$ cat src/rtl/ext_trig_qual_pkg.sv
package ext_trig_qual_pkg;

  // Phase of the synchronized trigger as seen by the qualifier.
  typedef enum logic [1:0] {
    PH_LOW  = 2'd0,  // waiting for a rising edge
    PH_PEND = 2'd1,  // accepted edge, high phase not yet long enough
    PH_HOLD = 2'd2   // strobe issued or edge rejected; wait for low
  } phase_t;

  // Whole clock cycles in a duration given in nanoseconds (rounded down).
  function automatic int ns_to_cyc(longint hz, longint ns);
    return int'((hz * ns) / 64'd1_000_000_000);
  endfunction

endpackage

$ cat src/rtl/etq_sync.sv
module etq_sync #(
  parameter int STAGES = 2
) (
  input  logic clk,
  input  logic rst_n,
  input  logic clr,
  input  logic d,
  output logic q
);
  logic [STAGES-1:0] chain;

  generate
    for (genvar i = 0; i < STAGES; i++) begin : g_stage
      if (i == 0) begin : g_first
        always_ff @(posedge clk or negedge rst_n)
          if (!rst_n)   chain[0] <= 1'b0;
          else if (clr) chain[0] <= 1'b0;
          else          chain[0] <= d;
      end else begin : g_next
        always_ff @(posedge clk or negedge rst_n)
          if (!rst_n)   chain[i] <= 1'b0;
          else if (clr) chain[i] <= 1'b0;
          else          chain[i] <= chain[i-1];
      end
    end
  endgenerate

  assign q = chain[STAGES-1];
endmodule

$ cat src/rtl/etq_sat_ctr.sv
module etq_sat_ctr #(
  parameter int MAX      = 4,
  parameter bit RST_FULL = 1'b0
) (
  input  logic                       clk,
  input  logic                       rst_n,
  input  logic                       fill,     // jump to MAX
  input  logic                       clr,      // jump to 0
  input  logic                       restart,  // jump to 1
  output logic [$clog2(MAX+1)-1:0]   cnt,
  output logic                       at_max
);
  localparam int W = $clog2(MAX + 1);
  localparam logic [W-1:0] MAXV = W'(MAX);
  localparam logic [W-1:0] ONE  = W'(1);

  assign at_max = (cnt == MAXV);

  always_ff @(posedge clk or negedge rst_n)
    if (!rst_n)       cnt <= RST_FULL ? MAXV : '0;
    else if (fill)    cnt <= MAXV;
    else if (clr)     cnt <= '0;
    else if (restart) cnt <= ONE;
    else if (!at_max) cnt <= cnt + ONE;
endmodule

$ cat src/rtl/ext_trig_qual.sv
module ext_trig_qual
  import ext_trig_qual_pkg::*;
#(
  parameter int CLK_HZ     = 100_000_000,
  parameter int HI_MIN_NS  = 25_000,
  parameter int LO_MIN_NS  = 25_000,
  parameter int PER_MIN_NS = 1_600_000,
  parameter int SYNC_STG   = 2
) (
  input  logic clk,
  input  logic rst_n,
  input  logic trig_en,
  input  logic trig_pin,
  input  logic viol_rd,
  output logic sample_stb,
  output logic viol_flag,
  output logic pin_oe
);
  // HI_CYC must be at least 2 and LO_CYC at least 1 for the phase logic below.
  localparam int HI_CYC  = ns_to_cyc(CLK_HZ, HI_MIN_NS);
  localparam int LO_CYC  = ns_to_cyc(CLK_HZ, LO_MIN_NS);
  localparam int PER_CYC = ns_to_cyc(CLK_HZ, PER_MIN_NS);
  localparam int HW      = $clog2(HI_CYC + 1);
  localparam int LW      = $clog2(LO_CYC + 1);
  localparam int PW      = $clog2(PER_CYC + 1);
  localparam logic [HW-1:0] HI_LAST = HW'(HI_CYC - 1);

  // the interrupt driver is released whenever the pin is a trigger input.
  assign pin_oe = ~trig_en;

  logic lvl, lvl_d;
  etq_sync #(.STAGES(SYNC_STG)) u_sync (
    .clk(clk), .rst_n(rst_n), .clr(~trig_en), .d(trig_pin), .q(lvl)
  );

  always_ff @(posedge clk or negedge rst_n)
    if (!rst_n)        lvl_d <= 1'b0;
    else if (!trig_en) lvl_d <= 1'b0;
    else               lvl_d <= lvl;

  logic rise;
  assign rise = lvl & ~lvl_d;

  // Counts cycles the synchronized level has been high before this cycle.
  logic [HW-1:0] hi_cnt;
  logic          hi_full;
  etq_sat_ctr #(.MAX(HI_CYC), .RST_FULL(1'b0)) u_hi (
    .clk(clk), .rst_n(rst_n), .fill(1'b0), .clr(~lvl | ~trig_en),
    .restart(1'b0), .cnt(hi_cnt), .at_max(hi_full)
  );

  // Counts consecutive low cycles seen while enabled.
  logic [LW-1:0] lo_cnt;
  logic          lo_ok;
  etq_sat_ctr #(.MAX(LO_CYC), .RST_FULL(1'b0)) u_lo (
    .clk(clk), .rst_n(rst_n), .fill(1'b0), .clr(lvl | ~trig_en),
    .restart(1'b0), .cnt(lo_cnt), .at_max(lo_ok)
  );

  // Distance from the last qualifying rising edge. Full when none.
  logic          edge_ok;
  logic [PW-1:0] per_cnt;
  logic          per_ok;
  etq_sat_ctr #(.MAX(PER_CYC), .RST_FULL(1'b1)) u_per (
    .clk(clk), .rst_n(rst_n), .fill(~trig_en), .clr(1'b0),
    .restart(edge_ok), .cnt(per_cnt), .at_max(per_ok)
  );

  assign edge_ok = trig_en & rise & lo_ok & per_ok;

  phase_t ph, ph_nx;
  logic   stb_set, viol_set;

  always_comb begin
    ph_nx    = ph;
    stb_set  = 1'b0;
    viol_set = 1'b0;
    unique case (ph)
      PH_LOW: if (rise) begin
        if (edge_ok) ph_nx = PH_PEND;
        else begin
          ph_nx    = PH_HOLD;   // rejection
          viol_set = 1'b1;
        end
      end
      PH_PEND: if (!lvl) begin
        ph_nx    = PH_LOW;      // high phase too short
        viol_set = 1'b1;
      end else if (hi_cnt == HI_LAST) begin
        ph_nx   = PH_HOLD;      // width reached, R7 once only
        stb_set = 1'b1;
      end
      PH_HOLD: if (!lvl) ph_nx = PH_LOW;
      default: ph_nx = PH_LOW;
    endcase
    if (!trig_en) begin
      ph_nx    = PH_LOW;
      stb_set  = 1'b0;
      viol_set = 1'b0;
    end
  end

  always_ff @(posedge clk or negedge rst_n)
    if (!rst_n) begin
      ph         <= PH_LOW;
      sample_stb <= 1'b0;
      viol_flag  <= 1'b0;
    end else begin
      ph         <= ph_nx;
      sample_stb <= stb_set;
      // a new violation wins over a read in the same cycle.
      if (viol_set)     viol_flag <= 1'b1;
      else if (viol_rd) viol_flag <= 1'b0;
    end

  logic unused_ok;
  assign unused_ok = ^{hi_full, lo_cnt, per_cnt};
endmodule

$ cat config.mk
export PLATFORM = sky130hd
export DESIGN_NAME = ext_trig_qual
export DESIGN_NICKNAME = d
export VERILOG_FILES = /design/src/rtl/ext_trig_qual_pkg.sv /design/src/rtl/etq_sync.sv /design/src/rtl/etq_sat_ctr.sv /design/src/rtl/ext_trig_qual.sv
export SDC_FILE = /design/constraint.sdc
export NUM_CORES = 1
export LEC_CHECK = 0
export CORE_ASPECT_RATIO = 1.75
export CORE_MARGIN = 3
export CORE_UTILIZATION = 30
export DETAILED_ROUTE_END_ITERATION = 8
export GPL_TIMING_DRIVEN = 0
export SYNTH_ARGS = -nofsm -noshare
export SYNTH_HDL_FRONTEND = slang
export SYNTH_SLANG_ARGS = --single-unit
$ cat constraint.sdc
create_clock -name clk -period 4.1 [get_ports clk]
set_clock_uncertainty 0.2 [all_clocks]
set_input_delay 1.23 -clock clk [delete_from_list [all_inputs] [get_ports clk]]
set_output_delay 1.23 -clock clk [all_outputs]
set_load 0.01 [all_outputs]
==> metrics.md <==
| Metric | Value |
|---|---|
| Run status | finished clean |
| Resized cells post-CTS | 0 |
| Clk_lat worst skew | 290 ps |
| Core box area | 8310 sq um |
| MaxCap Viol Count | 0 |
| Clk pin slew, worst setup/hold paths | 60 ps |
| Post-Syn Area | 2560 sq um |
| Deepest clock path buffer count | 2 |
| Largest fanout on the critical path | 10 |
| Worst Tran Pin Value | 821 ps |
| Port buffer count | 7 |
| Worst path top cell family by delay | buffers and inverters |
| Vias per inst | 5.03 |
| Slew margin rel. | 0.449 |
| Fin crit share | 0.977 |
| Layout Nets | 294 |
| Switch share | 0.299 |
| Achievable clock frequency | 250 MHz |
| Hold_buf cts | 0 |
| Vias | 2,005 |
| Die ar. | 9730 sq um |
| Final wirelength | 5.28 mm |
| TritonCTS buffer count | 5 |
| Leakage power | 0.00115 uW |
| Crit path required time | 2670 ps |
| Worst Hold Class | flip-flop to flip-flop |
| Hold Slack | 267 ps |
| Post-Syn Instances | 268 |
| Syn avg cell area | 9.56 sq um |
| GP Congestion | 0.843 |
| Die X | 75.9 um |
| Setup bufs post-CTS | 0 |
| Root Driver | clkbuf_16 |
| Distinct cells, synth | 49 |
| Area growth syn-to-layout | 14.6% |
| Comb pwr share | 0.191 |
| Initial core utilization | 0.308 |
| Post-synthesis register bit count | 49 |
| Ports | 8 |
| Drt drc | 0 |
| Std cell rows | 44 |
| Final Hold Viols | 0 |
| Post-route ant nets | 0 |
| Final Util | 0.353 |
| Synth Flop Type | dfrtp_1 |
| Vias in the first global route | 2,047 |
| Worst vdd ir | 314 uV |
| Largest net degree at the start of global routing | 29 |
| Final min period | 4010 ps |
| Slowest stage delay, CP | 520 ps |
| Antenna violations before repair | 0 |
| Register area share after synthesis | 0.481 |
| Global-route wire length before repair | 9.23 mm |
| Crit path cell chain | clkdlybuf4s50_1 -> buf_6 -> clkinvlp_4 -> clkdlybuf4s50_1 |
| Iter 0 DRT Violations | 50 |
| Wire per inst | 13.2 um |
| Kind of critical path | input pin to output pin |
| Layout cells sized above 1 | 0.0915 |
| Critical path buffer and inverter count | 4 |
| Post-layout instance area | 2940 sq um |
| Synthesized netlist net count | 279 |
| Die height | 128 um |
| Num Clock Sinks | 49 |
| CTS tree | built |
| Synth async-reset ratio | 1.00 |
| # diodes | 0 |
| Setup Viol. Count Final | 0 |
| Int Pwr | 856 uW |
| Synth Warn # | 0 |
| Total negative slack | 0 ps |
| Post-DP Area | 2790 sq um |
| CP most frequent cell | clkdlybuf4s50_1 |
| Commonest non-fill, non-tap cell in the layout | dfrtp_1 |
| Post-synth EDFFs | 0 |
| GRT Overall Usage | 0.121 |
| Pre-CTS WS | 37.9 ps |
| Htree depth | 2 |
| Flop pwr share | 0.475 |
| Final worst-path setup slack | 92.6 ps |
| Final max-slew violation count | 0 |
| NetSw | 365 uW |
| Most frequent cells in the layout | 44 x dfrtp_1, 28 x nor2_1, 18 x nand2_1 |
| Slowest CP cell | clkdlybuf4s50_1 |
| GRT overflow | 0 |
| Pwr/cell area | 415 nW/um^2 |
| RSZ-0062 raised after global routing | no |
| Post-DP HPWL | 3.71 mm |
| Worst Setup End Kind | output pin |
| CP Launch Type | input pin |
| Arr. time, crit path | 2580 ps |
| DR pass1 iterations | 4 |
| Clock share of power | 0.334 |
final cells by class:
cell class	instances	area (sq um)
fillers	848	5380
multi-input cells	199	1250
flip-flops and latches	49	1230
well taps	115	144
clock buffers	5	125
repair buffers	8	85.1
inverters	14	56.3
plain buffers	6	30.0
clock inverters	3	17.5
worst paths after layout:
check / start / to / slack [ps] / cells past startpoint
worst min-delay path: u_sync.chain[0] / u_sync.q / 270 / 1
worst max register to register: u_lo.cnt[0] / viol_flag / 1430 / 6
worst max-delay path: trig_en / pin_oe / 90 / 4
worst min register to register: u_sync.chain[0] / u_sync.q / 270 / 1
min in group asynchronous: rst_n / u_lo.cnt[10] / 700 / 1
max in group asynchronous: rst_n / u_per.cnt[17] / 2380 / 2
per-layer routing:
| layer | up-vias | part of all wire | global-route usage |
|---|---|---|---|
| li1 | 984 | - | - |
| met1 | 988 | 0.42 | 0.134 |
| met2 | 23 | 0.54 | 0.211 |
| met3 | 10 | 0.019 | 0.0196 |
| met4 | 0 | 0.026 | 0.0659 |
| met5 | - | 0 | 0 |
registers in the layout (all words and copies together), names as in the netlist:
signal,cells
sample_stb,1
ph,2
u_hi.cnt,12
u_sync.chain,1
viol_flag,1
lvl_d,1
u_lo.cnt,12
u_sync.q,1
u_per.cnt,18
power groups by stage:
stage	registers, uW	logic (uW)	clock network [uW]
after global routing	583	267	439
final	580	233	408
after global placement	585	229	0
after floorplan	575	170	0
after detailed placement	586	233	0
after CTS	578	234	421
cells in the mapped netlist (10+ instances only):
library cell	n	area share
nor3_1	11	0.021
xor2_1	14	0.048
dfrtp_1	44	0.43
o21ai_0	13	0.025
nand2_1	18	0.026
nor2_1	28	0.041
xnor2_1	10	0.034
inv_1	14	0.021
nand4_1	11	0.027
nand3_1	17	0.033
a21oi_1	11	0.021
kinds of logic after synthesis:
| group | share of synthesized area |
|---|---|
| compound gates | 0.0952 |
| xor+xnor | 0.0820 |
| fa+ha+maj | 0.0293 |
| buf+inv | 0.0322 |
| flops | 0.481 |
| mux | 0.00391 |
| simple gates | 0.276 |
per-stage QoR:
| step | total power, uW | cells |
|---|---|---|
| floorplan | 745 | 268 |
| global placement | 813 | 390 |
| detailed placement | 819 | 391 |
| CTS | 1230 | 399 |
| global route | 1290 | 399 |
| finish | 1220 | 399 |
Note: power is estimated with default switching activity, not from simulation.
